## src/rtl/hb_gate_pkg.sv

```systemverilog
package hb_gate_pkg;

  typedef enum logic [2:0] {
    ST_IDLE,
    ST_DEAD,
    ST_HIGH,
    ST_LOW,
    ST_REFRESH
  } hbState_e;

  // strobes from control to the timer datapath
  typedef struct packed {
    logic clrDead;
    logic clrOn;
  } hbStrobe_t;

endpackage

```

## src/rtl/hb_pwm_sync.sv

```systemverilog
module hb_pwm_sync #(
  parameter int STAGES = 2
) (
  input  logic clk,
  input  logic rstN,
  input  logic dIn,
  output logic dOut
);
  logic [STAGES-1:0] stg;

  always_ff @(posedge clk or negedge rstN) begin
    if (!rstN) stg[0] <= 1'b0;
    else       stg[0] <= dIn;
  end

  for (genvar i = 1; i < STAGES; i++) begin : g_stage
    always_ff @(posedge clk or negedge rstN) begin
      if (!rstN) stg[i] <= 1'b0;
      else       stg[i] <= stg[i-1];
    end
  end

  assign dOut = stg[STAGES-1];
endmodule

```

## src/rtl/hb_gate_timers.sv

```systemverilog
module hb_gate_timers
  import hb_gate_pkg::*;
#(
  parameter int DEAD_CYC  = 4,
  parameter int MAXON_CYC = 1024
) (
  input  logic      clk,
  input  logic      rstN,
  input  hbStrobe_t strobe,
  output logic      deadDone,
  output logic      maxOnHit,
  output logic      refreshDone
);
  localparam int DW          = $clog2(DEAD_CYC) + 1;
  localparam int OW          = $clog2(MAXON_CYC) + 1;
  localparam int REFRESH_CYC = ((MAXON_CYC >> 7) > 0) ? (MAXON_CYC >> 7) : 1;
  localparam logic [DW-1:0] DEAD_LAST = DW'(DEAD_CYC - 1);
  localparam logic [OW-1:0] ON_LAST   = OW'(MAXON_CYC - 1);
  localparam logic [OW-1:0] REF_LAST  = OW'(REFRESH_CYC - 1);

  logic [DW-1:0] deadCnt;
  logic [OW-1:0] onCnt;

  always_ff @(posedge clk or negedge rstN) begin
    if (!rstN)                   deadCnt <= '0;
    else if (strobe.clrDead)     deadCnt <= '0;
    else if (deadCnt != DEAD_LAST) deadCnt <= deadCnt + 1'b1;
  end

  // one counter serves both the high-side on-time and the refresh window
  always_ff @(posedge clk or negedge rstN) begin
    if (!rstN)                 onCnt <= '0;
    else if (strobe.clrOn)     onCnt <= '0;
    else if (onCnt != ON_LAST) onCnt <= onCnt + 1'b1;
  end

  assign deadDone    = (deadCnt == DEAD_LAST);
  assign maxOnHit    = (onCnt == ON_LAST);
  assign refreshDone = (onCnt == REF_LAST);

  // a cleared counter cannot report completion in the following cycle
  assert_dead_restart_R4: assert property (@(posedge clk) disable iff (!rstN)
    (strobe.clrDead && DEAD_CYC > 1) |=> !deadDone);
endmodule

```

## src/rtl/hb_gate_ctrl.sv

```systemverilog
module hb_gate_ctrl
  import hb_gate_pkg::*;
(
  input  logic      clk,
  input  logic      rstN,
  input  logic      pwmSync,
  input  logic      gateOff,
  input  logic      deadDone,
  input  logic      maxOnHit,
  input  logic      refreshDone,
  output hbStrobe_t strobe,
  output logic      hiEn,
  output logic      loEn
);
  hbState_e state, nextState;
  logic     toRefresh, nextToRefresh;

  always_comb begin
    nextState     = state;
    nextToRefresh = toRefresh;
    if (gateOff) begin
      nextState = ST_IDLE;
    end else begin
      unique case (state)
        ST_IDLE: begin
          nextState     = ST_DEAD;
          nextToRefresh = 1'b0;
        end
        ST_DEAD: begin
          if (deadDone) begin
            if (toRefresh)    nextState = ST_REFRESH;
            else if (pwmSync) nextState = ST_HIGH;
            else              nextState = ST_LOW;
          end
        end
        ST_HIGH: begin
          if (!pwmSync) begin
            nextState     = ST_DEAD;
            nextToRefresh = 1'b0;
          end else if (maxOnHit) begin
            nextState     = ST_DEAD;
            nextToRefresh = 1'b1;
          end
        end
        ST_LOW: begin
          if (pwmSync) begin
            nextState     = ST_DEAD;
            nextToRefresh = 1'b0;
          end
        end
        ST_REFRESH: begin
          if (refreshDone) begin
            if (pwmSync) begin
              nextState     = ST_DEAD;
              nextToRefresh = 1'b0;
            end else begin
              nextState = ST_LOW;
            end
          end
        end
        default: nextState = ST_IDLE;
      endcase
    end
  end

  always_ff @(posedge clk or negedge rstN) begin
    if (!rstN) begin
      state     <= ST_IDLE;
      toRefresh <= 1'b0;
    end else begin
      state     <= nextState;
      toRefresh <= nextToRefresh;
    end
  end

  always_comb begin
    strobe.clrDead = (nextState == ST_DEAD) && (state != ST_DEAD);
    strobe.clrOn   = ((nextState == ST_HIGH) || (nextState == ST_REFRESH))
                     && (nextState != state);
  end

  assign hiEn = (state == ST_HIGH);
  assign loEn = (state == ST_LOW) || (state == ST_REFRESH);

  assert_exclusive_R5: assert property (@(posedge clk) disable iff (!rstN)
    !(hiEn && loEn));

  assert_gate_off_R9: assert property (@(posedge clk) disable iff (!rstN)
    gateOff |=> (!hiEn && !loEn));

  assert_dead_before_hi_R4: assert property (@(posedge clk) disable iff (!rstN)
    $rose(hiEn) |-> $past(deadDone && !loEn));

  assert_dead_before_lo_R4: assert property (@(posedge clk) disable iff (!rstN)
    $rose(loEn) |-> $past(deadDone && !hiEn));

  assert_max_on_R6: assert property (@(posedge clk) disable iff (!rstN)
    (hiEn && maxOnHit) |=> !hiEn);
endmodule

```

## src/rtl/hb_gate_seq.sv

```systemverilog
module hb_gate_seq
  import hb_gate_pkg::*;
#(
  parameter int DEAD_CYC    = 4,
  parameter int MAXON_CYC   = 1024,
  parameter int SYNC_STAGES = 2
) (
  input  logic clk,
  input  logic rstN,
  input  logic pwmIn,
  input  logic standbyIn,
  input  logic uvloIn,
  input  logic faultStopIn,
  output logic hiEn,
  output logic loEn
);
  logic      pwmSync;
  logic      gateOff;
  logic      deadDone, maxOnHit, refreshDone;
  hbStrobe_t strobe;

  assign gateOff = standbyIn | uvloIn | faultStopIn;

  hb_pwm_sync #(.STAGES(SYNC_STAGES)) i_sync (
    .clk(clk), .rstN(rstN), .dIn(pwmIn), .dOut(pwmSync)
  );

  hb_gate_timers #(.DEAD_CYC(DEAD_CYC), .MAXON_CYC(MAXON_CYC)) i_timers (
    .clk(clk), .rstN(rstN), .strobe(strobe),
    .deadDone(deadDone), .maxOnHit(maxOnHit), .refreshDone(refreshDone)
  );

  hb_gate_ctrl i_ctrl (
    .clk(clk), .rstN(rstN), .pwmSync(pwmSync), .gateOff(gateOff),
    .deadDone(deadDone), .maxOnHit(maxOnHit), .refreshDone(refreshDone),
    .strobe(strobe), .hiEn(hiEn), .loEn(loEn)
  );
endmodule

```

## config.mk

```make
export PLATFORM = sky130hd
export DESIGN_NAME = hb_gate_seq
export DESIGN_NICKNAME = d
export VERILOG_FILES = /design/src/rtl/hb_gate_pkg.sv /design/src/rtl/hb_pwm_sync.sv /design/src/rtl/hb_gate_timers.sv /design/src/rtl/hb_gate_ctrl.sv /design/src/rtl/hb_gate_seq.sv
export SDC_FILE = /design/constraint.sdc
export NUM_CORES = 1
export LEC_CHECK = 0
export ABC_CLOCK_PERIOD_IN_PS = 2830
export BUFFER_PORTS_ARGS = -buffer_cell sky130_fd_sc_hd__buf_2
export CAP_MARGIN = 20
export CORE_MARGIN = 10
export CORE_UTILIZATION = 30
export CTS_CLUSTER_SIZE = 24
export DETAILED_ROUTE_END_ITERATION = 8
export SLEW_MARGIN = 20
export SYNTH_ARGS = -nofsm -noshare
export SYNTH_HDL_FRONTEND = slang
export SYNTH_SLANG_ARGS = --single-unit
```

## constraint.sdc

```tcl
create_clock -name clk -period 2.83 [get_ports clk]
set_input_delay 0.283 -clock clk [delete_from_list [all_inputs] [get_ports clk]]
set_output_delay 0.283 -clock clk [all_outputs]
set_load 0.005 [all_outputs]
```

==> results of run 1 <==
[critical path, delay by kind of cell (launching register included)]
family,cells,cell delay [ps]
adders and majority gates,2,480
DFF,1,400
muxes,1,330
and+or+nand+nor,1,180
AOI/OAI and AO/OA,3,860
[final cells by class]
cell class                 instances  area (µm²)
sequential                        20         500
timing repair buffer               8        45.0
clock buffer                       3        41.3
multi-input combinational         88         589
tap                               48        60.1
inverter                           4        15.0
fill                             369        2410
[where the power goes]
group / switching (mW) / internal (mW) / total [mW]
Combinational: 0.119 / 0.106 / 0.225
Clock: 0.0907 / 0.0948 / 0.186
Sequential: 0.0883 / 0.361 / 0.450
Total: 0.298 / 0.562 / 0.860
[layer usage]
metal,share of wire [%],routed length (µm),vias up
li1,-,-,432
met1,49,1050,401
met2,44,953,16
met3,4.3,92,6
met4,2.2,48,0
met5,0,0,-
[cells in the mapped netlist (3+ instances only)]
cell	number
dfrtp_1	20
nor2_1	16
nand2_1	7
a21oi_1	6
xor2_1	6
nand3_1	5
inv_1	4
o21ai_0	4
buf_2	3
ha_1	3
nand4_1	3
nor3_1	3
[registers in the layout, indices dropped and copies added, names as in the netlist]
| register | flops |
|---|---|
| i_sync.stg | 1 |
| i_sync.dOut | 1 |
| i_timers.onCnt | 11 |
| i_ctrl.state | 3 |
| i_ctrl.toRefresh | 1 |
| i_timers.deadCnt | 3 |
[cells in the final DEF, fill, tap and decap left out, types with 2 or more instances in the layout]
cell       n
a41oi_1    2
nor3_1     3
nand3_1    5
and4bb_2   2
or3_1      2
xor2_1     6
and3b_1    2
nor2_1    16
clkbuf_8   3
inv_1      4
ha_1       3
dfrtp_1   20
o21ai_0    4
nand4_1    3
a21oi_1    6
and4_1     2
nor3b_1    2
buf_2      7
xnor2_1    2
or2_2      2
mux2i_1    2
a31oi_1    2
nand2_1    7
[per-stage QoR]
step,hold WS [ps],total power [mW],setup WS (ps),std cells
2_1_floorplan,-12.6,0.615,690,117
5_1_grt,118,0.924,287,171
3_5_place_dp,257,0.678,514,167
4_1_cts,124,0.866,518,171
3_3_place_gp,243,0.661,670,167
6_report,129,0.860,477,171
[cells by family after synthesis]
kind of cell / count (synthesis) / share of synthesized area (%)
adders and majority gates: 3 / 3.32
and+or+nand+nor: 55 / 28.4
DFF: 20 / 44.2
muxes: 3 / 3.10
xor gates and xnor gates: 8 / 6.19
buffers and inverters: 9 / 3.65
AOI/OAI and AO/OA: 19 / 11.1
[what timing repair did]
item,CTS,global route
hold buffers,1,0
hold endpoints to repair,20,0
setup endpoints to repair,0,0
[worst max path at each step]
stage                   startpoint          endpoint  slack (ps)  cells after the start
3_5_place_dp   i_timers.deadCnt[0]  i_ctrl.toRefresh         510                      7
5_1_grt        i_timers.deadCnt[0]  i_ctrl.toRefresh         290                      7
6_report       i_timers.deadCnt[0]  i_ctrl.toRefresh         480                      7
2_1_floorplan  i_timers.deadCnt[0]  i_ctrl.toRefresh         690                      8
4_1_cts        i_timers.deadCnt[0]  i_ctrl.toRefresh         520                      7
3_3_place_gp   i_timers.deadCnt[0]  i_ctrl.toRefresh         670                      7
==> flow_summary.toml, run 1 <==
[run_status]
outcome = "completed"

[synthesis]
synth_edf_count = 0
netlist_area_um2 = 1130
synth_cells = 117
ys_seq_area_share_pct = 44.2
synthesis.nets = 126
ys_async_sr_fraction_pct = 100
ys_ff_latch = 20
avgSynthCellArea_um2 = 9.67
yosysUniqueCellTypes = 39
synth_top_cell_by_area = "dfrtp_1"
synth_area_leaders = "dfrtp_1 44%, nor2_1 5.3%, xor2_1 4.6%, ha_1 3.3%, a21oi_1 2.7%"
ys.flop_type = "dfrtp_1"
ys_warn_count = 0
synth_top_area_share_pct = 44.2

[global_route]
gr-usage-met1_pct = 8.33
overflow = 0
grt_pass1_vias = 806
antenna_found_initial = 0
grtUsageTotal_pct = 6.82
grtUsageMet2_pct = 10.0
grt_pass1_wl_um = 3580
grt_max_degree = 21
met3_usage_pct = 2.32
busiest_layer = "met2"

[die]
num_io_pins = 8
initial_core_util_pct = 30.9
die_y_um = 81.4
design.core.area_um2 = 3660
rows = 22
fp.dieW_um = 81.4
die_area_um2 = 6630

[timing]
tightest_slew_ps = 534
max_freq_mhz = 425
slew_headroom_pct = 64.2
period_share_pct = 83.1
hold_viol = 0
fin_setup_tns_ps = 0
fin_skew_ps = 5.10
final-setup-viol-count = 0
rsz0062_at_grt = "false"
fin_crit_ps = 2350
slew_violations = 0

[clock_network]
cts_resized = 0
cts_max_path_buffers = 2
cts_setup_buffers = 0
cts_buffers = 3
cts-root-buf = "clkbuf_8"
clock_sinks = 20
clk_pin_slew_ps = 70
htree_levels = 1
tritoncts = "yes"
insertion_delay_ps = 260

[layout]
final_area_um2 = 1250
finish.utilization_pct = 34.2
layout-drive-gt1-share_pct = 14.6
syn_to_final_growth_pct = 10.6
insertedDiodeCount = 0
nNetsFinal = 134

[worst_setup_path]
cp-start-kind = "flip-flop"
path_class = "reg2reg"
crit_top_cell = "ha_1"
rrSetupSlack_ps = 480
timing.rr.end = "i_ctrl.toRefresh"
rr_worst_depth = 7
crit_chain = "ha_1 -> ha_1 -> nor3b_1 -> o21ai_0 -> a41oi_1 -> a211oi_2 -> mux2_4"
cp_slowest_cell = "dfrtp_1"
critical-path-max-stage-delay_ps = 400
r2r-start = "i_timers.deadCnt[0]"
crit_fanout = 7
arrival_ps = 2500
cp-end-kind = "flip-flop"
crit_required_ps = 2970

[pwr]
p_per_area_nw_per_um2 = 687
irDropWorstVdd_uv = 304
p_leak_nw = 0.558

[placed_design]
hpwl_um = 1550
placed_area_um2 = 1200
globalplace.congestion = 0.790
io_buffers = 7

[drt]
drt_wl_total_um = 2150
via_count = 855
drtIter0Drc = 83
wl_per_cell_um = 12.6
drt-pass1-iter-count = 4
drc_errors = 0
avgViaCountPerCell = 5.00
ant_nets = 0

[worst_hold_path]
worstHoldEndpoint = "i_sync.stg[0]"
min_path_type = "in2reg"
min_path_cells = 1
worstHoldStart = "pwmIn"

[flow_run]
drv_cap = 0
No activity file was read; power rests on OpenSTA's default activity.
==> run 2, diff against run 1 <==
--- a/config.mk
+++ b/config.mk
@@ -5,7 +5,7 @@
 export SDC_FILE = /design/constraint.sdc
 export NUM_CORES = 1
 export LEC_CHECK = 0
-export ABC_CLOCK_PERIOD_IN_PS = 2830
+export ABC_CLOCK_PERIOD_IN_PS = 2400
 export BUFFER_PORTS_ARGS = -buffer_cell sky130_fd_sc_hd__buf_2
 export CAP_MARGIN = 20
 export CORE_MARGIN = 10
==> constraint.sdc (replaced) <==
create_clock -name clk -period 2.4 [get_ports clk]
set_input_delay 0.24 -clock clk [delete_from_list [all_inputs] [get_ports clk]]
set_output_delay 0.24 -clock clk [all_outputs]
set_load 0.005 [all_outputs]
==> run 2 against run 1 <==
Effect of this change: total power grew 31%; non-clock buffer count stayed put; final area increased by 2.4%; first-iteration DRC count shrank 67%; global-route usage fell by 0.11 points; register-to-register slack lost 280 ps; sequential power is 18% higher; largest cell class unchanged.
==> flow_summary.toml, run 2 (synthesis results as in run 1) <==
[drt]
wl_per_cell_um = 12.1
drt_wl_total_um = 2090
ant_nets = 0
drtIter0Drc = 27
drc_errors = 0
via_count = 840
avgViaCountPerCell = 4.88
drt-pass1-iter-count = 4

[die]
rows = 22
design.core.area_um2 = 3660
num_io_pins = 8
die_y_um = 81.4
die_area_um2 = 6630
fp.dieW_um = 81.4
initial_core_util_pct = 30.9

[layout]
insertedDiodeCount = 0
reg.largest.list = "i_timers.onCnt x11, i_ctrl.state x3, i_timers.deadCnt x3"
seqCellArea_um2 = 500
fill_cells = 361
finish.utilization_pct = 35.0
nNetsFinal = 134
top_register = "i_timers.onCnt"
layout-drive-gt1-share_pct = 15.3
largest_reg_flops = 11
syn_to_final_growth_pct = 13.3
mostFrequentLayoutCell = "dfrtp_1"
final_cell_mix = "20 x dfrtp_1, 16 x nor2_1, 7 x nand2_1, 7 x buf_2"
multi_input_area_um2 = 589

[clock_network]
cts_buffers = 3
cts_max_path_buffers = 2
clk_pin_slew_ps = 80
clock_sinks = 20
insertion_delay_ps = 260
tritoncts = "yes"
cts_setup_buffers = 0
htree_levels = 1
cts-root-buf = "clkbuf_8"

[pwr]
p_leak_nw = 0.572
irDropWorstVdd_uv = 466
p_per_area_nw_per_um2 = 880

[timing]
fin_skew_ps = 5.32
period_share_pct = 91.9
tightest_slew_ps = 546
hold_viol = 0
fin_setup_tns_ps = 0
fin_crit_ps = 2210
slew_violations = 0
final-setup-viol-count = 0
max_freq_mhz = 453
slew_headroom_pct = 63.4
rsz0062_at_grt = "false"

[worst_setup_path]
crit_fanout = 7
crit_chain = "ha_1 -> ha_1 -> nor3b_1 -> o21ai_1 -> a41oi_1 -> a211oi_2 -> mux2_4"
cp-start-kind = "flip-flop"
arrival_ps = 2360
crit_family = "compound AO/OA/AOI/OAI gates"
cp_slowest_cell = "dfrtp_1"
path_class = "reg2reg"
path_buf_inv = 0
critical-path-max-stage-delay_ps = 400
rr_worst_depth = 7
cp-end-kind = "flip-flop"
crit_required_ps = 2550
crit_cells = 7
crit_top_cell = "ha_1"

[global_route]
antenna_found_initial = 0
busiest_layer = "met2"
grt_pass1_vias = 853
grt_max_degree = 21
met3_usage_pct = 1.99
grtUsageMet2_pct = 10.3
grt_pass1_wl_um = 3680
grtUsageTotal_pct = 6.71
gr-usage-met1_pct = 8.65
overflow = 0

[flow_run]
drv_cap = 0

[placed_design]
hpwl_um = 1570
io_buffers = 7
globalplace.congestion = 0.790

[run_status]
outcome = "completed"

[worst_hold_path]
min_path_type = "in2reg"
min_path_cells = 1
## run 2: cell types whose count changed in the layout (fill, tap and decap cells not counted)
cell and change:
bufinv_16 +1, o21ai_1 +1, o21ai_0 -1
## run 2: where the power goes
group | total, mW | internal, mW | switching [mW]
combinational | 0.263 | 0.124 | 0.139
clock | 0.336 | 0.222 | 0.114
sequential | 0.529 | 0.426 | 0.103
total | 1.13 | 0.773 | 0.355
## run 2: cell type report
class,count,share of cell area (%)
tap,48,4.69
clock buffer,3,3.22
clock inverter,1,2.34
inverter,4,1.17
sequential,20,39.1
multi-input combinational,88,46.0
timing repair buffer,8,3.52
## run 2: layer usage
| layer | share of wire, % | routed length [µm] |
|---|---|---|
| met5 | 0 | 0 |
| met4 | 0.38 | 8 |
| met3 | 4.3 | 89 |
| met2 | 45 | 946 |
| met1 | 50 | 1040 |
## run 2: repair_timing
action                                  4_1_cts  5_1_grt
gates resized for setup                       0        1
endpoints found under the hold margin        20        0
endpoints found under the setup margin        0        1
hold buffers                                  1        0
## run 2: path summary, 6_finish.rpt
check                                    start           endpoint  slack (ps)
setup / recovery           i_timers.deadCnt[0]   i_ctrl.toRefresh         190
setup reg to reg           i_timers.deadCnt[0]   i_ctrl.toRefresh         190
hold reg to reg                  i_sync.stg[0]        i_sync.dOut         360
max in group asynchronous                 rstN    i_ctrl.state[2]        1630
hold / removal                           pwmIn      i_sync.stg[0]          90
min in group asynchronous                 rstN  i_timers.onCnt[3]         450
## run 2: worst register-to-register path, stage by stage (launching register included)
cell and delay (ps):
dfrtp_1 400, ha_1 210, ha_1 270, nor3b_1 180, o21ai_1 220, a41oi_1 180
a211oi_2 320, mux2_4 330
## run 2: per-stage QoR
stage | power, mW | area [µm²] | setup slack [ps] | instances | hold slack (ps)
floorplan | 0.726 | 1130 | 260 | 117 | -55.6
global placement | 0.780 | 1200 | 240 | 167 | 200
detailed placement | 0.799 | 1200 | 79.4 | 167 | 217
CTS | 1.14 | 1280 | 88.2 | 172 | 81.5
global route | 1.21 | 1280 | 58.6 | 172 | 71.8
finish | 1.13 | 1280 | 193 | 172 | 85.1
